File: src/rtl/cfg_t1_xlate.sv
module cfg_t1_xlate #(
  parameter int AD_W      = 32,
  parameter int BUS_W     = 8,
  parameter int DEV_W     = 5,
  parameter int DEV_LSB   = 11,
  parameter int BUS_LSB   = 16,
  parameter int IDSEL_LSB = 16
) (
  input  logic            clk,
  input  logic            rst_n,
  input  logic            frame_n,
  input  logic            origin_sec,
  input  logic [AD_W-1:0] pri_ad,
  input  logic [3:0]      pri_cbe,
  input  logic [BUS_W-1:0] sec_bus_num,
  input  logic            fwd_clr,
  output logic            fwd_req,
  output logic [AD_W-1:0] sec_ad,
  output logic [3:0]      sec_cbe
);
  localparam int IDSEL_N = AD_W - IDSEL_LSB;
  localparam int GAP_W   = IDSEL_LSB - DEV_LSB;

  logic frame_q;
  logic [DEV_W-1:0] dev;
  logic [IDSEL_N-1:0] idsel;
  logic [AD_W-1:0] xl_ad;
  logic hit, addr_ph;

  assign addr_ph = frame_q & ~frame_n;
  assign dev     = pri_ad[DEV_LSB +: DEV_W];
  assign hit     = addr_ph & ~origin_sec & (pri_ad[1:0] == 2'b01)
                 & (pri_cbe[3:1] == 3'b101)
                 & (pri_ad[BUS_LSB +: BUS_W] == sec_bus_num);

  for (genvar i = 0; i < IDSEL_N; i++) begin : g_idsel
    assign idsel[i] = (dev == DEV_W'(i));
  end

  assign xl_ad = {idsel, {GAP_W{1'b0}}, pri_ad[DEV_LSB-1:2], 2'b00};

  always_ff @(posedge clk or negedge rst_n) begin
    if (!rst_n) begin
      frame_q <= 1'b1;
      fwd_req <= 1'b0;
      sec_ad  <= '0;
      sec_cbe <= '0;
    end else begin
      frame_q <= frame_n;
      if (fwd_clr) begin
        fwd_req <= 1'b0;
        sec_ad  <= '0;
        sec_cbe <= '0;
      end else if (!fwd_req && hit) begin
        fwd_req <= 1'b1;
        sec_ad  <= xl_ad;
        sec_cbe <= pri_cbe;
      end
    end
  end

  a_r1_rise_needs_hit: assert property (@(posedge clk) disable iff (!rst_n)
    $rose(fwd_req) |-> $past(pri_ad[1:0] == 2'b01 && pri_cbe[3:1] == 3'b101
                             && pri_ad[BUS_LSB +: BUS_W] == sec_bus_num));
  a_r4_no_secondary: assert property (@(posedge clk) disable iff (!rst_n)
    $rose(fwd_req) |-> $past(!origin_sec));
  a_r5_low_fields: assert property (@(posedge clk) disable iff (!rst_n)
    fwd_req |-> (sec_ad[1:0] == 2'b00 && sec_ad[IDSEL_LSB-1:DEV_LSB] == '0));
  a_r6_onehot: assert property (@(posedge clk) disable iff (!rst_n)
    $onehot0(sec_ad[AD_W-1:IDSEL_LSB]));
  a_r2_idle_zero: assert property (@(posedge clk) disable iff (!rst_n)
    !fwd_req |-> (sec_ad == '0 && sec_cbe == '0));
  a_r8_hold: assert property (@(posedge clk) disable iff (!rst_n)
    (fwd_req && !fwd_clr) |=> (fwd_req && $stable(sec_ad) && $stable(sec_cbe)));
  a_r9_cmd_cfg: assert property (@(posedge clk) disable iff (!rst_n)
    fwd_req |-> (sec_cbe[3:1] == 3'b101));
endmodule

File: config.mk
export PLATFORM = sky130hd
export DESIGN_NAME = cfg_t1_xlate
export DESIGN_NICKNAME = d
export VERILOG_FILES = /design/src/rtl/cfg_t1_xlate.sv
export SDC_FILE = /design/constraint.sdc
export NUM_CORES = 1
export LEC_CHECK = 0
export CAP_MARGIN = 20
export CELL_PAD_IN_SITES_DETAIL_PLACEMENT = 1
export CELL_PAD_IN_SITES_GLOBAL_PLACEMENT = 1
export CORE_MARGIN = 10
export CORE_UTILIZATION = 25
export DETAILED_ROUTE_END_ITERATION = 8
export DONT_BUFFER_PORTS = 1
export HOLD_SLACK_MARGIN = 0.02
export PLACE_DENSITY = 0.5
export SLEW_MARGIN = 20
export SYNTH_ARGS = -nofsm -noshare
export SYNTH_HDL_FRONTEND = slang
export SYNTH_SLANG_ARGS = --single-unit
File: constraint.sdc
create_clock -name clk -period 1.8 [get_ports clk]
set_input_delay 0.36 -clock clk [delete_from_list [all_inputs] [get_ports clk]]
set_output_delay 0.36 -clock clk [all_outputs]
set_load 0.005 [all_outputs]
* Yosys cells after proc, flatten, opt, wreduce, memory -nomap -nowiden
Index checks and enable logic that the tools add are counted.
** Operators by class
- Bitwise gates (word level) :: 7
- Eq/ne operators :: 18
- Multiplexer cells :: 6
- Reduce and logical (&&, ||, !) cells :: 4
** Operator list (count)
- two-way mux 32 bit :: 2
- == test 5 x 4 -> 1 bit (second input constant) :: 8
- == test 5 x 3 -> 1 bit (second input constant) :: 4
- == test 5 x 2 -> 1 bit (second input constant) :: 2
- == test 8 bit :: 1
- two-way mux 4 bit :: 2
- bitwise AND 1 bit :: 5
- == test 5 x 1 -> 1 bit (second input constant) :: 1
- logical NOT 5 bit :: 1
- == test 3 bit (second input constant) :: 1
- == test 2 x 1 -> 1 bit (second input constant) :: 1
- two-way mux 1 bit :: 2
- NOT 1 bit :: 2
- nonzero test 2 bit :: 1
- logical AND 1 bit :: 1
- logical NOT 1 bit :: 1
** Storage, ports and cells
- Input bits :: 49
- Output and inout bits :: 37
- Word-level logic and storage cells :: 39
- Register bits after elaboration :: 38

* Depth between registers and ports, before layout
Gate-level depths: netlist of the first run.
- Word-level depth :: 9
- Mapped depth :: 6
- Depth with buffers taken out :: 4

* Worst setup path after synthesis of the first run
OpenSTA, ideal clock, no wires.
- Path type :: register to register
- From :: register frame_q
- To :: register sec_ad[26]
- Period minus slack after synthesis :: 1.607 ns
- Required time :: 1.721 ns
- Library setup time :: 0.079 ns
- Arrival time :: 1.528 ns
- Cell stages (with the launch flop) :: 7
- Buffers on the path :: 2
- Setup slack :: 0.193 ns
- Cells stage by stage :: dfstp_2 and4bb_1 nand2_1 nor4_2 buf_6 buf_12 mux2i_1
** On the way
- Word-level cells in the longest chain between the ends :: 7
** RTL lines
- start: declaration :: line 24 : logic frame_q;
- start signal: assignment :: line 49 : frame_q <= frame_n;
- bitwise AND 1 bit :: line 30 : assign addr_ph = frame_q & ~frame_n;
- bitwise AND 1 bit (2 in series) :: line 32 : assign hit = addr_ph & ~origin_sec & (pri_ad[1:0] == 2'b01)
- bitwise AND 1 bit :: line 33 : & (pri_cbe[3:1] == 3'b101)
- bitwise AND 1 bit :: line 34 : & (pri_ad[BUS_LSB +: BUS_W] == sec_bus_num);
- logical AND 1 bit :: line 54 : end else if (!fwd_req && hit) begin
- nonzero test 2 bit (no source line)
- end signal: assignment :: line 56 : sec_ad <= xl_ad;
- end: declaration :: line 18 : output logic [AD_W-1:0] sec_ad,
Every way passes these cells.
A chain may end at the register's enable or synchronous reset.

* Worst setup path after layout of the first run
- From :: register frame_q
- To :: register sec_ad[5]
Same word-level chain as after synthesis.

==> summary.txt, run 1 <==
post-synth cell types -> 23
pin count of the biggest net entering global routing -> 45
total gr overflow -> 0
critical path data arrival time -> 1860 ps
Place WS -> 87.4 ps
CTS H-tree lvls -> 2
crit path capture -> sec_ad[5]
final worst-path cycle share -> 92.4%
multiplexer share of the synthesized area -> 15.5%
final setup violation count -> 0
Layout area overhead -> 15.4%
antenna violations before repair -> 0
share of layout cells above drive strength 1 -> 14.1%
Starting Density -> 26.1%
Port Buffer Count -> 0
Crit. End Element -> flop
via count -> 1138
Slew headroom -> 61.3%
DIE WIDTH -> 102 um
Critical Path Start Type -> flop
fin crit period -> 1660 ps
placed inst area -> 1750 um2
Post-Synthesis Cells -> 154
fin nets -> 211
net switching power -> 0.305 mW
number of CTS-inserted buffers -> 5
placer congestion estimate -> 0.744
WL final -> 4770 um
Root Buffer -> clkbuf_8
Crit. Startpoint -> frame_q
Pint -> 1.09 mW
reg2reg setup slack -> 140 ps
Final Cell Area -> 1940 um2
vias per inst -> 4.74
Overall Global Routing Usage -> 8.83%
post-synthesis simple-gate area fraction -> 25.6%
Slew Limit Fails -> 0
Max Freq -> 601 MHz
final core area utilization -> 30.1%
# placed instances -> 228
clk buf depth -> 2
worst skew pair latency -> 280 ps
number of diodes -> 0
drt pass-1 iters -> 4
global-route wire length before repair -> 7060 um
status -> finished clean
Final Worst Setup Slack -> 137 ps
Yosys warnings -> 0
most common cell after layout, fill and taps aside -> nand2b_1
antenna-violating nets left -> 0
Reg2Reg Capture Point -> sec_ad[5]
clk slew on worst S/H paths -> 70 ps
overall power -> 1.40 mW
RSZ-0062 raised after global routing -> false
xor and xnor area share after synthesis -> 4.18%
Power Density -> 722 nW/um2
R2R Path Start -> frame_q
post-CTS setup buffers -> 0
IR drop worst, VDD -> 0.196 mV
Critical Path RT -> 2000 ps
Worst Tran Pin Value -> 575 ps
compound-gate portion of the synthesized area -> 1.79%
chip height -> 102 um
Max Cap Viol -> 0
Sw Ratio -> 21.8%
Total Neg Setup Slack -> 0 ps
Worst Hold Class -> input pin to flop
Pleak -> 0.733 nW
Synth Area in Adders -> 0%
Synth async-reset ratio -> 100%
sequential share of power -> 50.0%
#FFs+latches synth -> 31
clock network fraction of total power -> 43.3%
CTS Sinks -> 31
most frequent cells in the layout -> nand2b_1, dfrtp_1, mux2i_1
worst r2r path cells -> 5
routed length per instance -> 19.9 um
core area -> 6420 um2
Avg Inst Size Synth -> 10.9 um2
CTS tree -> built
critical path fanouts, max -> 5
# DRC -> 0
final hold violations -> 0
Worst Setup Path Type -> flop to flop
DRT iter0 DRCs -> 39
hold slack final -> 79.4 ps
vias in the first global route -> 1244
sequential element share of the synthesized area -> 46.3%
std cell rows -> 29
Logic pwr share -> 6.7%
Main synth FF type -> dfrtp_1
Ports -> 86
Die ar. -> 10400 um2
final non-filler cell total -> 240
EDFF count, synth -> 0
Final Skew -> 7.16 ps
synthesized area -> 1680 um2
Detailed Place HPWL -> 3460 um
largest family of logic cells by synthesized area -> simple AND/OR/NAND/NOR gates
==> state kept, by name (all words and copies together), names as in the netlist <==
signal	count
sec_ad	25
fwd_req	1
sec_cbe	4
frame_q	1
==> layer usage <==
metal	GRT usage [%]	vias up	routed length, um
met5	0	-	0
met4	2.93	0	27
met1	8.68	562	1800
met2	15.0	48	2350
li1	-	524	-
met3	5.60	4	603
==> area by class of cell <==
cell class              count  area (um2)
repair buffers              9         116
fillers                   695        4490
multi-input cells         115         846
flip-flops and latches     31         777
clock buffers               8         100
well taps                  77        96.3
==> repair_timing <==
item,in CTS,in global routing
hold endpoints to repair,31,0
resized for setup,0,7
hold buffers,2,0
setup endpoints to repair,0,12
==> critical path, cell delays in order, from the launching register on <==
cell      delay [ps]
dfstp_2          510
and4bb_1         230
nand4_1          150
nor4_4           240
clkbuf_4         260
mux2i_1          190
==> worst min-delay path by stage <==
stage            start         end  slack [ps]  cells after the start
4_1_cts        frame_n     frame_q          60                      0
6_report       frame_n     frame_q          80                      0
3_3_place_gp     rst_n  sec_ad[20]          70                      0
3_5_place_dp     rst_n  sec_ad[23]          70                      0
5_1_grt        frame_n     frame_q          50                      0
2_1_floorplan    rst_n     fwd_req          60                      0
==> synth_stat cells (2+ instances only) <==
library cell  count  area [um2]
clkbuf_1          4        15.0
buf_4             8        60.1
nand4_1           4        25.0
nand3_1           4        20.0
nand2b_1         36         225
nor2b_1           2        12.5
nand2_1          14        52.6
o21ba_2           3        30.0
mux2i_1          26         260
nor4b_1           2        17.5
and4bb_1          2        25.0
xnor2_1           8        70.1
dfrtp_1          30         751
nor4_1            2        12.5
==> logic make-up after synthesis <==
logic type	Yosys count
simple gates	71
flops	31
mux	26
buf+inv	14
xor+xnor	8
compound gates	3
other cells	1
==> power groups by stage <==
stage	clock, mW	sequential (mW)	combinational, mW
global route	0.676	0.698	0.105
CTS	0.640	0.698	0.0924
floorplan	0	0.712	0.0742
detailed placement	0	0.712	0.0692
finish	0.606	0.699	0.0931
global placement	0	0.712	0.0664
Power figures use the tool's default switching activity.
==> inputs of run 2 (changes only) <==
==> constraint.sdc (replaced) <==
create_clock -name clk -period 1.8 [get_ports clk]
set_input_delay 0.09 -clock clk [delete_from_list [all_inputs] [get_ports clk]]
set_output_delay 0.09 -clock clk [all_outputs]
set_load 0.005 [all_outputs]
==> summary.txt, run 2 (synthesized netlist as in run 1, its figures left out) <==
most frequent cells in the layout -> nand2b_1, dfrtp_1, mux2i_1 (unchanged)
core area -> 6420 um2 (unchanged)
critical path data arrival time -> 1880 ps (was 1860 ps)
fin nets -> 223 (was 211)
hold slack final -> 19.5 ps (was 79.4 ps)
final worst-path cycle share -> 92.8% (was 92.4%)
DIE WIDTH -> 102 um (unchanged)
IR drop worst, VDD -> 0.372 mV (was 0.196 mV)
pin count of the biggest net entering global routing -> 40 (was 45)
Biggest register -> sec_ad (unchanged)
DRT iter0 DRCs -> 19 (was 39)
placer congestion estimate -> 0.746 (was 0.744)
Max Cap Viol -> 0 (unchanged)
Layout area overhead -> 22.5% (was 15.4%)
Critical Path Start Type -> flop (unchanged)
final core area utilization -> 32.0% (was 30.1%)
Root Buffer -> clkbuf_8 (unchanged)
antenna-violating nets left -> 0 (unchanged)
Detailed Place HPWL -> 3470 um (was 3460 um)
Largest regs -> sec_ad: 25 flops, sec_cbe: 4 flops (unchanged)
chip height -> 102 um (unchanged)
final hold violations -> 0 (unchanged)
most common cell after layout, fill and taps aside -> nand2b_1 (unchanged)
Total Neg Setup Slack -> 0 ps (unchanged)
vias in the first global route -> 1338 (was 1244)
routed length per instance -> 20.3 um (was 19.9 um)
status -> finished clean (unchanged)
share of layout cells above drive strength 1 -> 10.9% (was 14.1%)
Worst Tran Pin Value -> 682 ps (was 575 ps)
Die ar. -> 10400 um2 (unchanged)
Critical Path RT -> 2000 ps (about the same)
CP Cell Sequence -> and4bb_1 -> nand2_1 -> nor4_4 -> clkbuf_16 -> mux2i_1 (was and4bb_1 -> nand4_1 -> nor4_4 -> clkbuf_4 -> mux2i_1)
critical path fanouts, max -> 9 (was 5)
fin crit period -> 1670 ps (was 1660 ps)
via count -> 1218 (was 1138)
clk buf depth -> 2 (unchanged)
Max Freq -> 598 MHz (was 601 MHz)
# DRC -> 0 (unchanged)
WL final -> 5140 um (was 4770 um)
Worst Hold Class -> input pin to flop (unchanged)
global-route wire length before repair -> 7600 um (was 7060 um)
Slew headroom -> 53.9% (was 61.3%)
std cell rows -> 29 (unchanged)
Slowest-stage cell, CP -> dfstp_2 (unchanged)
max reg flops -> 25 (unchanged)
Power Density -> 696 nW/um2 (was 722 nW/um2)
CTS H-tree lvls -> 2 (unchanged)
final setup violation count -> 0 (unchanged)
vias per inst -> 4.81 (was 4.74)
number of CTS-inserted buffers -> 5 (unchanged)
Pleak -> 0.774 nW (was 0.733 nW)
critical path's top delay family -> simple AND/OR/NAND/NOR gates (unchanged)
Crit. End Element -> flop (unchanged)
Worst Setup Path Type -> flop to flop (unchanged)
worst path buffer plus inverter count -> 1 (unchanged)
Fillers -> 707 (was 695)
CTS Sinks -> 31 (unchanged)
total gr overflow -> 0 (unchanged)
antenna violations before repair -> 1 (was 0)
Starting Density -> 26.1% (unchanged)
Overall Global Routing Usage -> 9.47% (was 8.83%)
CTS tree -> built (unchanged)
clk slew on worst S/H paths -> 70 ps (about the same)
Ports -> 86 (unchanged)
RSZ-0062 raised after global routing -> false (unchanged)
Slew Limit Fails -> 0 (unchanged)
drt pass-1 iters -> 4 (unchanged)
Final Skew -> 7.37 ps (was 7.16 ps)
crit-path max cell delay -> 520 ps (was 510 ps)
Port Buffer Count -> 0 (unchanged)
worst skew pair latency -> 280 ps (about the same)
run 2: cell types whose count changed in the layout (fill, tap and decap cells not counted), sizes merged:
cell,delta
buf,-1
clkbuf,-1
diode,+1
dlygate4sd3,+14
run 2: final timing paths:
check | cells past startpoint | from | endpoint | slack (ps)
worst max-delay path | 5 | frame_q | sec_ad[22] | 130
worst min register to register | 1 | sec_cbe[3] | sec_cbe[3] | 550
max in group asynchronous | 2 | rst_n | frame_q | 1290
worst min-delay path | 2 | fwd_clr | sec_ad[29] | 20
min in group asynchronous | 2 | rst_n | sec_ad[20] | 250
worst max register to register | 5 | frame_q | sec_ad[22] | 130
run 2: report_power, final:
part / switching (mW) / internal, mW / leakage (nW)
clock: 0.255 / 0.349 / 0.0515
sequential: 0.000359 / 0.699 / 0.430
combinational: 0.0652 / 0.0629 / 0.293
run 2: timing repair:
| item | in CTS | in global routing |
|---|---|---|
| hold buffers | 17 | 0 |
| setup endpoints to repair | 0 | 3 |
| resized for setup | 0 | 6 |
| setup buffers | 0 | 0 |
| hold endpoints to repair | 61 | 0 |
run 2: cell type report:
cell class	count	area, um2	share of cell area (%)
Antenna cell	1	2.50	0.122
Sequential cell	31	777	37.8
Multi-Input combinational cell	115	840	40.9
Tap cell	77	96.3	4.69
Clock buffer	8	100	4.87
Timing Repair Buffer	21	239	11.6
run 2: per-stage QoR:
| step | area, um2 | cells | total power [mW] | setup WS [ps] |
|---|---|---|---|---|
| CTS | 2010 | 250 | 1.46 | 70.0 |
| global route | 2050 | 253 | 1.51 | 18.4 |
| global placement | 1730 | 225 | 0.776 | 134 |
| floorplan | 1700 | 160 | 0.786 | 193 |
| detailed placement | 1730 | 225 | 0.779 | 103 |
| finish | 2050 | 253 | 1.43 | 129 |
run 2: worst reg2reg max path, delay by kind of cell (launching register included):
| kind | cells | cell delay (ps) |
|---|---|---|
| multiplexers | 1 | 180 |
| buffers and inverters | 1 | 250 |
| flip-flops | 1 | 520 |
| AND/OR/NAND/NOR | 3 | 660 |
run 2: metal layers:
metal | global-route usage (%) | share of wire, % | up-vias
met4 | 3.47 | 1.7 | 0
met1 | 9.21 | 37 | 617
met3 | 5.67 | 12 | 6
met2 | 16.3 | 49 | 51
met5 | 0 | 0 | -
li1 | - | - | 544
==> inputs of run 3 (changes only) <==
--- a/config.mk
+++ b/config.mk
@@ -9,11 +9,11 @@
 export CELL_PAD_IN_SITES_DETAIL_PLACEMENT = 1
 export CELL_PAD_IN_SITES_GLOBAL_PLACEMENT = 1
 export CORE_MARGIN = 10
-export CORE_UTILIZATION = 25
+export CORE_UTILIZATION = 45
 export DETAILED_ROUTE_END_ITERATION = 8
 export DONT_BUFFER_PORTS = 1
 export HOLD_SLACK_MARGIN = 0.02
-export PLACE_DENSITY = 0.5
+export PLACE_DENSITY = 0.79
 export SLEW_MARGIN = 20
 export SYNTH_ARGS = -nofsm -noshare
 export SYNTH_HDL_FRONTEND = slang
==> summary.txt, run 3 (synthesized netlist as in run 1, its figures left out) <==
worst skew pair latency -> 280 ps (about the same)
core area -> 3630 um2 (was 6420 um2)
antenna violations before repair -> 0 (was 1)
Worst Setup Path Type -> flop to flop (unchanged)
most common cell after layout, fill and taps aside -> nand2b_1 (unchanged)
Max Freq -> 602 MHz (was 598 MHz)
Worst Hold Class -> input pin to flop (unchanged)
Max Cap Viol -> 0 (unchanged)
Root Buffer -> clkbuf_8 (unchanged)
CTS H-tree lvls -> 2 (unchanged)
Ports -> 86 (unchanged)
CTS Sinks -> 31 (unchanged)
DIE WIDTH -> 81.0 um (was 102 um)
fin crit period -> 1660 ps (was 1670 ps)
Biggest register -> sec_ad (unchanged)
Port Buffer Count -> 0 (unchanged)
post-CTS setup buffers -> 0 (unchanged)
CTS resizes -> 0 (unchanged)
placer congestion estimate -> 0.843 (was 0.746)
final setup violation count -> 0 (unchanged)
Die ar. -> 6570 um2 (was 10400 um2)
Fillers -> 416 (was 707)
status -> finished clean (unchanged)
std cell rows -> 22 (was 29)
Detailed Place HPWL -> 3220 um (was 3470 um)
DRT iter0 DRCs -> 33 (was 19)
CTS tree -> built (unchanged)
Critical Path RT -> 2010 ps (was 2000 ps)
Crit. End Element -> flop (unchanged)
total gr overflow -> 0 (unchanged)
critical path fanouts, max -> 9 (unchanged)
final hold violations -> 0 (unchanged)
fin nets -> 224 (was 223)
IR drop worst, VDD -> 0.484 mV (was 0.372 mV)
Worst Tran Pin Value -> 939 ps (was 682 ps)
chip height -> 81.0 um (was 102 um)
pin count of the biggest net entering global routing -> 39 (was 40)
drt pass-1 iters -> 3 (was 4)
max reg flops -> 25 (unchanged)
number of CTS-inserted buffers -> 5 (unchanged)
Final Worst Setup Slack -> 140 ps (was 129 ps)
critical path data arrival time -> 1870 ps (was 1880 ps)
Power Density -> 706 nW/um2 (was 696 nW/um2)
Slew Limit Fails -> 0 (unchanged)
Pleak -> 0.775 nW (was 0.774 nW)
Layout area overhead -> 20.5% (was 22.5%)
number of diodes -> 0 (was 1)
via count -> 1178 (was 1218)
antenna-violating nets left -> 0 (unchanged)
vias in the first global route -> 1263 (was 1338)
clk buf depth -> 2 (unchanged)
routed length per instance -> 20.6 um (was 20.3 um)
# DRC -> 0 (unchanged)
most frequent cells in the layout -> nand2b_1, dfrtp_1, mux2i_1 (unchanged)
Slew headroom -> 37.2% (was 53.9%)
clk slew on worst S/H paths -> 70 ps (about the same)
RSZ-0062 raised after global routing -> false (unchanged)
Largest regs -> sec_ad: 25 flops, sec_cbe: 4 flops (unchanged)
vias per inst -> 5.26 (was 4.81)
share of layout cells above drive strength 1 -> 9.66% (was 10.9%)
Critical Path Start Type -> flop (unchanged)
Starting Density -> 46.1% (was 26.1%)
final worst-path cycle share -> 92.2% (was 92.8%)
Total Neg Setup Slack -> 0 ps (unchanged)
Overall Global Routing Usage -> 13.6% (was 9.47%)
Place WS -> 86.9 ps (was 103 ps)
hold slack final -> 34.0 ps (was 19.5 ps)
WL final -> 4620 um (was 5140 um)
Final Skew -> 5.46 ps (was 7.37 ps)
global-route wire length before repair -> 6890 um (was 7600 um)
[run 3: changes by cell type in the layout (fill, tap and decap cells not counted), sizes merged]
cell,before,now
dlygate4sd3,15,18
buf,5,3
diode,1,0
[run 3: metrics by stage]
stage / util, % / cells / total power, mW / cell area (um2)
after floorplan: - / 160 / 0.786 / 1700
after CTS: 54.9 / 223 / 1.44 / 2000
after global routing: 55.6 / 224 / 1.49 / 2020
final: 55.6 / 224 / 1.43 / 2020
after detailed placement: 46.7 / 196 / 0.778 / 1700
after global placement: 46.7 / 196 / 0.775 / 1700
[run 3: metal layers]
metal	GRT usage, %	part of all wire [%]	vias up	routed length, um
met5	0	0	-	0
met4	3.63	0.76	0	35
met3	8.17	12	5	537
met2	22.9	51	53	2350
met1	14.1	37	577	1700
li1	-	-	543	-
[run 3: layout make-up]
| type | count | area [um2] | area share, % |
|---|---|---|---|
| clock buffers | 8 | 100 | 4.95 |
| multi-input cells | 115 | 831 | 41.1 |
| flip-flops and latches | 31 | 777 | 38.5 |
| well taps | 48 | 60.1 | 2.97 |
| repair buffers | 22 | 253 | 12.5 |
[run 3: repair_timing]
action	4_1_cts	5_1_grt
hold endpoints to repair	62	0
hold buffers	19	0
setup endpoints to repair	0	4
[run 3: report_power, final]
group / leakage (nW) / switching (mW) / internal, mW / total [mW]
Sequential: 0.430 / 0.000307 / 0.699 / 0.699
Clock: 0.0515 / 0.251 / 0.349 / 0.600
Combinational: 0.294 / 0.0614 / 0.0665 / 0.128
[run 3: critical path: stages (launching register included)]
cell,delay [ps]
dfstp_2,510
and4bb_1,230
nand2_1,120
nor4_4,290
clkbuf_16,240
mux2i_1,190
[run 3: final timing paths]
path | slack (ps) | from | to | cells past startpoint
worst min-delay path | 30 | pri_ad[11] | sec_ad[16] | 3
min in group asynchronous | 270 | rst_n | sec_ad[7] | 2
max in group asynchronous | 1300 | rst_n | frame_q | 2
worst max-delay path | 140 | frame_q | sec_ad[27] | 5
worst min register to register | 550 | sec_cbe[1] | sec_cbe[1] | 1
worst max register to register | 140 | frame_q | sec_ad[27] | 5
